==> config.mk <==
export PLATFORM = sky130hd
export DESIGN_NAME = hyst_lock_detect
export DESIGN_NICKNAME = d
export VERILOG_FILES = /design/src/rtl/hyst_lock_pkg.sv /design/src/rtl/hld_err_meter.sv /design/src/rtl/hld_watchdog.sv /design/src/rtl/hld_qualifier.sv /design/src/rtl/hyst_lock_detect.sv
export SDC_FILE = /design/constraint.sdc
export NUM_CORES = 1
export LEC_CHECK = 0
export BUFFER_PORTS_ARGS = -buffer_cell sky130_fd_sc_hd__buf_4
export CAP_MARGIN = 25
export CORE_MARGIN = 1
export CORE_UTILIZATION = 64
export CTS_CLUSTER_DIAMETER = 120
export DETAILED_ROUTE_END_ITERATION = 8
export HOLD_SLACK_MARGIN = 0.05
export PLACE_DENSITY_LB_ADDON = 0.2
export SKIP_LAST_GASP = 1
export SLEW_MARGIN = 20
export SYNTH_ARGS = -nofsm -noshare
export SYNTH_HDL_FRONTEND = slang
export SYNTH_SLANG_ARGS = --single-unit
==> constraint.sdc <==
create_clock -name clk -period 7.08 [get_ports clk]
set_clock_uncertainty 0.15 [all_clocks]
set_input_delay 0.708 -clock clk [delete_from_list [all_inputs] [get_ports clk]]
set_output_delay 0.708 -clock clk [all_outputs]
set_load 0.02 [all_outputs]
==> src/rtl/hyst_lock_pkg.sv <==
package hyst_lock_pkg;

  // add a 0/1 step to a value, holding at a ceiling
  function automatic int unsigned sat_step(input int unsigned v,
                                           input int unsigned step,
                                           input int unsigned ceil);
    int unsigned s;
    s = v + step;
    return (s > ceil) ? ceil : s;
  endfunction

  // a detector cycle passes only when the error stays strictly under the limit
  function automatic bit err_in_window(input int unsigned err,
                                       input int unsigned limit);
    return err < limit;
  endfunction

endpackage

==> src/rtl/hld_err_meter.sv <==
module hld_err_meter #(
  parameter int ERR_W = 8
) (
  input  logic             clk,
  input  logic             rst_n,
  input  logic             up,
  input  logic             dn,
  input  logic             ref_tick,
  output logic             ev_fire,
  output logic [ERR_W-1:0] ev_err
);
  import hyst_lock_pkg::*;

  localparam int unsigned ErrMax = (1 << ERR_W) - 1;

  logic [ERR_W-1:0] acc_q;
  logic             active;
  logic [ERR_W-1:0] acc_sum;

  assign active  = up | dn;
  assign acc_sum = ERR_W'(sat_step(32'(acc_q), 32'(active), ErrMax));

  assign ev_fire = ref_tick;
  assign ev_err  = acc_sum;

  always_ff @(posedge clk or negedge rst_n) begin
    if (!rst_n)        acc_q <= '0;
    else if (ref_tick) acc_q <= '0;
    else               acc_q <= acc_sum;
  end
endmodule

==> src/rtl/hld_watchdog.sv <==
module hld_watchdog #(
  parameter int WD_TICKS = 65536
) (
  input  logic clk,
  input  logic rst_n,
  input  logic ref_tick,
  output logic wd_fire
);
  localparam int WdW = (WD_TICKS > 1) ? $clog2(WD_TICKS) : 1;
  localparam logic [WdW-1:0] WdLast = WdW'(WD_TICKS - 1);

  logic [WdW-1:0] wd_q;

  assign wd_fire = !ref_tick && (wd_q == WdLast);

  always_ff @(posedge clk or negedge rst_n) begin
    if (!rst_n)                  wd_q <= '0;
    else if (ref_tick || wd_fire) wd_q <= '0;
    else                         wd_q <= wd_q + 1'b1;
  end
endmodule

==> src/rtl/hld_qualifier.sv <==
module hld_qualifier #(
  parameter int ERR_W = 8,
  parameter int QUAL  = 8,
  localparam int CntW = $clog2(QUAL + 1)
) (
  input  logic             clk,
  input  logic             rst_n,
  input  logic             ev_fire,
  input  logic [ERR_W-1:0] ev_err,
  input  logic [ERR_W-1:0] thresh,
  input  logic             wd_fire,
  output logic             ev_good,
  output logic [CntW-1:0]  good_cnt,
  output logic             lock_q
);
  import hyst_lock_pkg::*;

  localparam logic [CntW-1:0] CntFull = CntW'(QUAL);

  logic [CntW-1:0] cnt_next;

  assign ev_good  = err_in_window(32'(ev_err), 32'(thresh));
  assign cnt_next = CntW'(sat_step(32'(good_cnt), 32'd1, 32'(QUAL)));

  always_ff @(posedge clk or negedge rst_n) begin
    if (!rst_n) begin
      good_cnt <= '0;
      lock_q   <= 1'b0;
    end else if (wd_fire) begin
      good_cnt <= '0;
      lock_q   <= 1'b0;
    end else if (ev_fire) begin
      if (ev_good) begin
        good_cnt <= cnt_next;
        lock_q   <= (cnt_next == CntFull);
      end else begin
        good_cnt <= '0;
        lock_q   <= 1'b0;
      end
    end
  end
endmodule

==> src/rtl/hyst_lock_detect.sv <==
module hyst_lock_detect #(
  parameter int ERR_W    = 8,
  parameter int QUAL     = 8,
  parameter int WD_TICKS = 65536
) (
  input  logic             clk,
  input  logic             rst_n,
  input  logic             up,
  input  logic             dn,
  input  logic             ref_tick,
  input  logic [ERR_W-1:0] thresh,
  output logic             lock
);
  localparam int CntW = $clog2(QUAL + 1);

  // named internal events, visible to the bound checker
  logic             ev_fire;
  logic [ERR_W-1:0] ev_err;
  logic             ev_good;
  logic             wd_fire;
  logic [CntW-1:0]  good_cnt;
  logic             lock_q;

  hld_err_meter #(.ERR_W(ERR_W)) u_meter (
    .clk(clk), .rst_n(rst_n), .up(up), .dn(dn), .ref_tick(ref_tick),
    .ev_fire(ev_fire), .ev_err(ev_err)
  );

  hld_watchdog #(.WD_TICKS(WD_TICKS)) u_wd (
    .clk(clk), .rst_n(rst_n), .ref_tick(ref_tick), .wd_fire(wd_fire)
  );

  hld_qualifier #(.ERR_W(ERR_W), .QUAL(QUAL)) u_qual (
    .clk(clk), .rst_n(rst_n), .ev_fire(ev_fire), .ev_err(ev_err),
    .thresh(thresh), .wd_fire(wd_fire), .ev_good(ev_good),
    .good_cnt(good_cnt), .lock_q(lock_q)
  );

  assign lock = lock_q;
endmodule

### Yosys cells after proc, flatten, opt, wreduce, memory -nomap -nowiden

Cells that the tools add are included.
Widths: inputs -> output; s select.

| storage, ports and cells | value |
|---|---|
| logic and storage cells | 27 |
| bits in latches | 0 |
| ROM bits | 0 |
| register bits | 29 |
| memory bits (writable) | 0 |
| output and inout bits | 1 |
| input port bits | 13 |
| memories kept | 0 |

| operators by class | value |
|---|---|
| eq/ne operators | 2 |
| reduce and logical (&&, ||, !) cells | 4 |
| $add $sub $neg | 3 |
| order comparisons | 3 |
| mux-type cells | 10 |
| div/mod/pow operators | 0 |
| $mul | 0 |
| shift operators | 0 |
| bitwise operators | 1 |

Operators by type and width:

| cell | count |
|---|---|
| $add 16x1->16 const B | 1 |
| $eq 16x16->1 const B | 1 |
| $mux 16 | 1 |
| $mux 4 | 4 |
| $mux 8 | 2 |
| $add 8x1->9 | 1 |
| $gt 9x8->1 const B | 1 |
| $lt 8x8->1 | 1 |
| $add 4x1->5 const B | 1 |
| $gt 5x4->1 const B | 1 |
| $eq 4x4->1 const B | 1 |
| $mux 1 | 3 |
| $reduce_bool 2->1 | 1 |
| $logic_and 1x1->1 | 1 |
| $logic_not 1->1 | 1 |
| $logic_or 1x1->1 | 1 |
| $or 1x1->1 | 1 |

### Longest topological paths before layout

| depth | value |
|---|---|
| word-level depth | 8 |
| depth in mapped cells | 11 |

### Cells and area by module

A second synthesis with hierarchy kept.

| second synthesis, totals | value |
|---|---|
| cells, all modules | 197 |
| area, all modules | 1834.3 µm² |

By module, submodules not included:

| module | area each (µm²) | cells each | seq. area each (µm²) | instances |
|---|---|---|---|---|
| hld_watchdog | 802.0 | 80 | 400.4 | 1 |
| hld_qualifier | 553.0 | 64 | 125.1 | 1 |
| hld_err_meter | 479.2 | 53 | 200.2 | 1 |

### Worst setup path before layout

OpenSTA, ideal clock, no wires.

| timing path | value |
|---|---|
| kind | input -> register |
| start point | input dn |
| end point | register u_qual.lock_q |
| cell stages on the path | 10 |
| data required time | 6.829 ns |
| buffers on the path | 0 |
| path slack | 3.816 ns |
| arrival time | 3.013 ns |
| setup time | 0.101 ns |
| cell sequence | or2_2 ha_1 and4_1 and2_1 mux2_2 ha_1 a211oi_1 o21ai_1 or3_1 o32ai_1 |

| between the ends | value |
|---|---|
| word-level cells in the longest chain between the ends | 8 |

Ends and longest elaborated chain:

| element | line | text |
|---|---|---|
| start, declared | hyst_lock_detect.sv:9 | `input logic dn,` |
| $or 1x1->1 (*) | hld_err_meter.sv:20 | `assign active = up \| dn;` |
| $add 8x1->9 (*) | hyst_lock_pkg.sv:8 | `s = v + step;` |
| $gt 9x8->1 | hyst_lock_pkg.sv:9 | `return (s > ceil) ? ceil : s;` |
| $mux 8 (*) | hyst_lock_pkg.sv:9 |  |
| $lt 8x8->1 (*) | hyst_lock_pkg.sv:15 | `return err < limit;` |
| $mux 1 (*) | hld_qualifier.sv:33 | `if (ev_good) begin` |
| $mux 1 (*) | hld_qualifier.sv:32 | `end else if (ev_fire) begin` |
| $mux 1 (*) | hld_qualifier.sv:29 | `end else if (wd_fire) begin` |
| end signal, assigned | hld_qualifier.sv:35 | `lock_q <= (cnt_next == CntFull);` |
| end, declared | hld_qualifier.sv:14 | `output logic lock_q` |

Every way passes the cells marked *; elsewhere a longest branch is shown, timed or not. The select of a mux whose other input is x is not followed.
A chain may end at the register's enable or synchronous reset.

### Worst setup path in the final report

Ends and elaborated chain as after synthesis.

==> results.py <==
metrics = {
    "setup_path": {
        "crit_fanout": 4,
        "critical_path.endpoint": "u_qual.lock_q$_DFFE_PN0N_",
        "critical_path_arrival_ps": 3370,
        "crit_chain": "buf_4 -> or2_2 -> ha_1 -> and4_1 -> and2_1 -> mux2_2 -> ha_1 -> a211oi_1 -> o21ai_1 -> or3_1 -> o32ai_1",
        "worstSetupStartpointType": "input pin",
        "dominant_cell_type_by_count_on_the_critical_path": "sky130_fd_sc_hd__ha_1",
        "regToRegStartpoint": "u_meter.acc_q[0]$_DFF_PN0_",
        "setup.worst_path.class": "input pin to flop",
        "slowest_delay_ps": 350,
        "reg2reg_depth": 9,
        "crit_path_start": "dn",
        "setup.reg_to_reg.worst_slack_ps": 4180,
        "cpMaxStageDelayCell": "sky130_fd_sc_hd__or3_1",
        "critical_path.endpoint_type": "flop",
        "critical_path_required_ps": 7160,
        "crit-reg2reg-capture": "u_qual.lock_q$_DFFE_PN0N_",
    },
    "route": {
        "via_count": 1387,
        "ant_nets": 0,
        "detail_route.iter0.violations": 33,
        "vias_per_cell": 6.083,
        "first_pass_iters": 8,
        "routed_wirelength_mm": 3.503,
        "detail_route.drc_violations": 0,
        "detailed_route_wire_length_per_cell_um": 15.36,
    },
    "floorplanning": {
        "design.portCount": 14,
        "die_height_um": 54.82,
        "core.rowCount": 18,
        "design.core.area_um2": 2567,
        "die-width_um": 54.82,
        "effective_utilization_at_floorplan_pct": 69.54,
        "floorplan.die_area_um2": 3005,
    },
    "sta": {
        "rsz0062_at_grt": "false",
        "max_freq_ghz": 0.3040,
        "worst_slew_margin_rel_pct": 71.02,
        "finalWorstSetupSlack_ps": 3791,
        "tightestPinTransition_ps": 430.8,
        "slew_viol_final": 0,
        "final.min_clock_period_ps": 3289,
        "report.final.setup_viol": 0,
        "timing_hold_violations_final": 0,
        "final.setup.tns_ps": 0,
        "final.period_utilization_pct": 46.46,
    },
    "global_routing": {
        "maximum_number_of_pins_on_one_net_before_global_route_repair": 30,
        "globalRoute.totalOverflow": 0,
        "globalRouteMet1Util_pct": 32.98,
        "global_route.usage.met3_pct": 8.333,
        "grt_usage_pct": 27.43,
        "grt-busiest-layer": "met2",
        "wire_length_of_the_first_global_routing_pass_mm": 5.561,
        "antenna_found_initial": 0,
        "via_count_of_the_first_global_routing_pass": 1292,
        "met2_usage_pct": 46.39,
    },
    "logic_synthesis": {
        "synth_enable_flop_cells": 0,
        "synth.distinct_cells": 44,
        "post-synth-top-area-fraction_pct": 40.64,
        "share_of_synthesized_flip_flops_with_an_asynchronous_set_or_reset_pct": 100.0,
        "synth.yosys.seq_area_share_pct": 40.64,
        "synth_top_area_cell": "sky130_fd_sc_hd__dfrtp_1",
        "post-synth-top-count-cell": "sky130_fd_sc_hd__dfrtp_1",
        "mappedNetlistNets": 208,
        "synthTopCellsByCount": "sky130_fd_sc_hd__dfrtp_1 (29), sky130_fd_sc_hd__inv_1 (17), sky130_fd_sc_hd__nor2_1 (15), sky130_fd_sc_hd__ha_1 (12), sky130_fd_sc_hd__xor2_1 (12)",
        "synth_seq_cells": 29,
        "yosysWarningCount": 0,
        "combined_area_of_all_synthesized_cells_um2": 1785,
        "synthTopCellsByArea": "sky130_fd_sc_hd__dfrtp_1 (41%), sky130_fd_sc_hd__ha_1 (8.4%), sky130_fd_sc_hd__xor2_1 (5.9%)",
        "yosys_most_used_dff": "sky130_fd_sc_hd__dfrtp_1",
        "post_synth_inst_count": 183,
        "post_synth.cell_area_avg_um2": 9.757,
    },
    "clocking": {
        "cts_repair_resize_count": 0,
        "tritoncts": "built",
        "hold_buffers": 0,
        "clk_transition_reported_paths_ps": 100,
        "clock_sinks": 29,
        "clock_tree.htree_level_count": 2,
        "clockRootBuffer": "sky130_fd_sc_hd__clkbuf_4",
        "clock_buffers_created_by_tritoncts": 5,
        "worst_skew_pair.late_latency_ps": 320,
        "postCtsSetupRepairBufs": 0,
        "cts-root-to-sink-buffers": 2,
    },
    "layout": {
        "layout-area-overhead-vs-synth_pct": 8.970,
        "drive_above_1_share_pct": 15.15,
        "antennaDiodeCount": 0,
        "finalNetCount": 222,
        "fill_cells": 179,
    },
    "placed_design": {
        "dp_hpwl_mm": 2.623,
        "gp_congestion": 0.8779,
        "place_worst_setup_slack_ps": 3495,
        "placement.io_buffers": 13,
    },
    "power": {
        "vdd_ir_drop_max_v": 0.0002029,
        "power.leakage_uw": 0.0009236,
        "cellPowerDensity_nw_per_um2": 226.2,
    },
    "outcome": {
        "run_status": "finished, final reports clean",
    },
    "min_path": {
        "min-delay-path-class": "input pin to async pin",
    },
    "job": {
        "max_cap_viol_count": 0,
    },
}
==> layout by cell type, fill, tap and decap left out, drive strengths merged, types with 2 or more instances in the layout <==
cell type / Yosys / final
nand2: 9 / 9
buf: 4 / 13
o21ai: 4 / 4
or2: 2 / 2
o21a: 2 / 2
nand4: 10 / 10
xnor2: 4 / 4
and4: 4 / 4
nand2b: 2 / 2
a21oi: 10 / 10
or3: 3 / 3
a31oi: 4 / 4
nor2: 15 / 15
clkbuf: 2 / 6
xor2: 12 / 12
nand3: 7 / 7
ha: 12 / 12
clkinv: 0 / 2
dfrtp: 29 / 29
o31ai: 2 / 2
and2: 4 / 4
mux2: 2 / 2
nor2b: 5 / 5
o32ai: 4 / 4
inv: 17 / 17
==> critical path: cells and delay by family <==
kind | cells | cell delay, ps
compound gates | 3 | 700
buf+inv | 1 | 110
simple gates | 4 | 1040
mux | 1 | 290
fa+ha+maj | 2 | 520
==> area by class of cell <==
| class | instances | area (um^2) | area share (%) |
|---|---|---|---|
| Multi-Input combinational cell | 131 | 955.9 | 49.13 |
| Sequential cell | 29 | 725.7 | 37.30 |
| Timing Repair Buffer | 13 | 97.59 | 5.016 |
| Inverter | 17 | 63.81 | 3.280 |
| Clock buffer | 6 | 51.30 | 2.637 |
| Tap cell | 30 | 37.54 | 1.929 |
| Clock inverter | 2 | 13.76 | 0.7074 |
==> through the flow <==
stage                     instances  cell area (um^2)  hold WS (ps)  power [uW]  util, %
after global placement          220              1881         286.8       326.5    73.25
final                           228              1946         132.8       440.1    75.78
after floorplan                 183              1785         262.4       298.0        -
after global routing            228              1946         141.3       467.3    75.78
after CTS                       228              1946         134.0       441.6    75.78
after detailed placement        220              1881         297.3       334.3    73.25
==> flip-flops by register name, indices dropped and copies added (netlist names) <==
register,count
u_qual.good_cnt,4
u_meter.acc_q,8
u_wd.wd_q,16
u_qual.lock_q,1
==> metal layers <==
metal  vias up  share of wire (%)
met5         -                  0
met4         0               0.97
met3         5                3.4
met2        28                 51
met1       676                 45
li1        678                  -
==> worst min path at each step <==
stage	endpoint
4_1_cts	u_wd.wd_q[7]$_DFF_PN0_
5_1_grt	u_wd.wd_q[7]$_DFF_PN0_
3_5_place_dp	u_wd.wd_q[0]$_DFF_PN0_
6_report	u_wd.wd_q[7]$_DFF_PN0_
2_1_floorplan	u_meter.acc_q[0]$_DFF_PN0_
3_3_place_gp	u_wd.wd_q[0]$_DFF_PN0_
==> logic make-up (layout without fill, tap and decap cells) <==
kind of cell    after synthesis  after routing  synth area share [%]
buf+inv                      23             38                 5.816
simple gates                 65             65                 21.23
compound gates               36             36                 14.79
flops                        29             29                 40.64
xor+xnor                     16             16                 7.848
fa+ha+maj                    12             12                 8.409
mux                           2              2                 1.261
==> report_power, final <==
| part | internal, uW | switching (uW) | total (uW) |
|---|---|---|---|
| combinational | 59.7 | 68.9 | 129 |
| sequential | 182 | 22.3 | 204 |
| clock | 48.3 | 58.9 | 107 |
| total | 290 | 150 | 440 |
No activity file was read; power rests on OpenSTA's default activity.
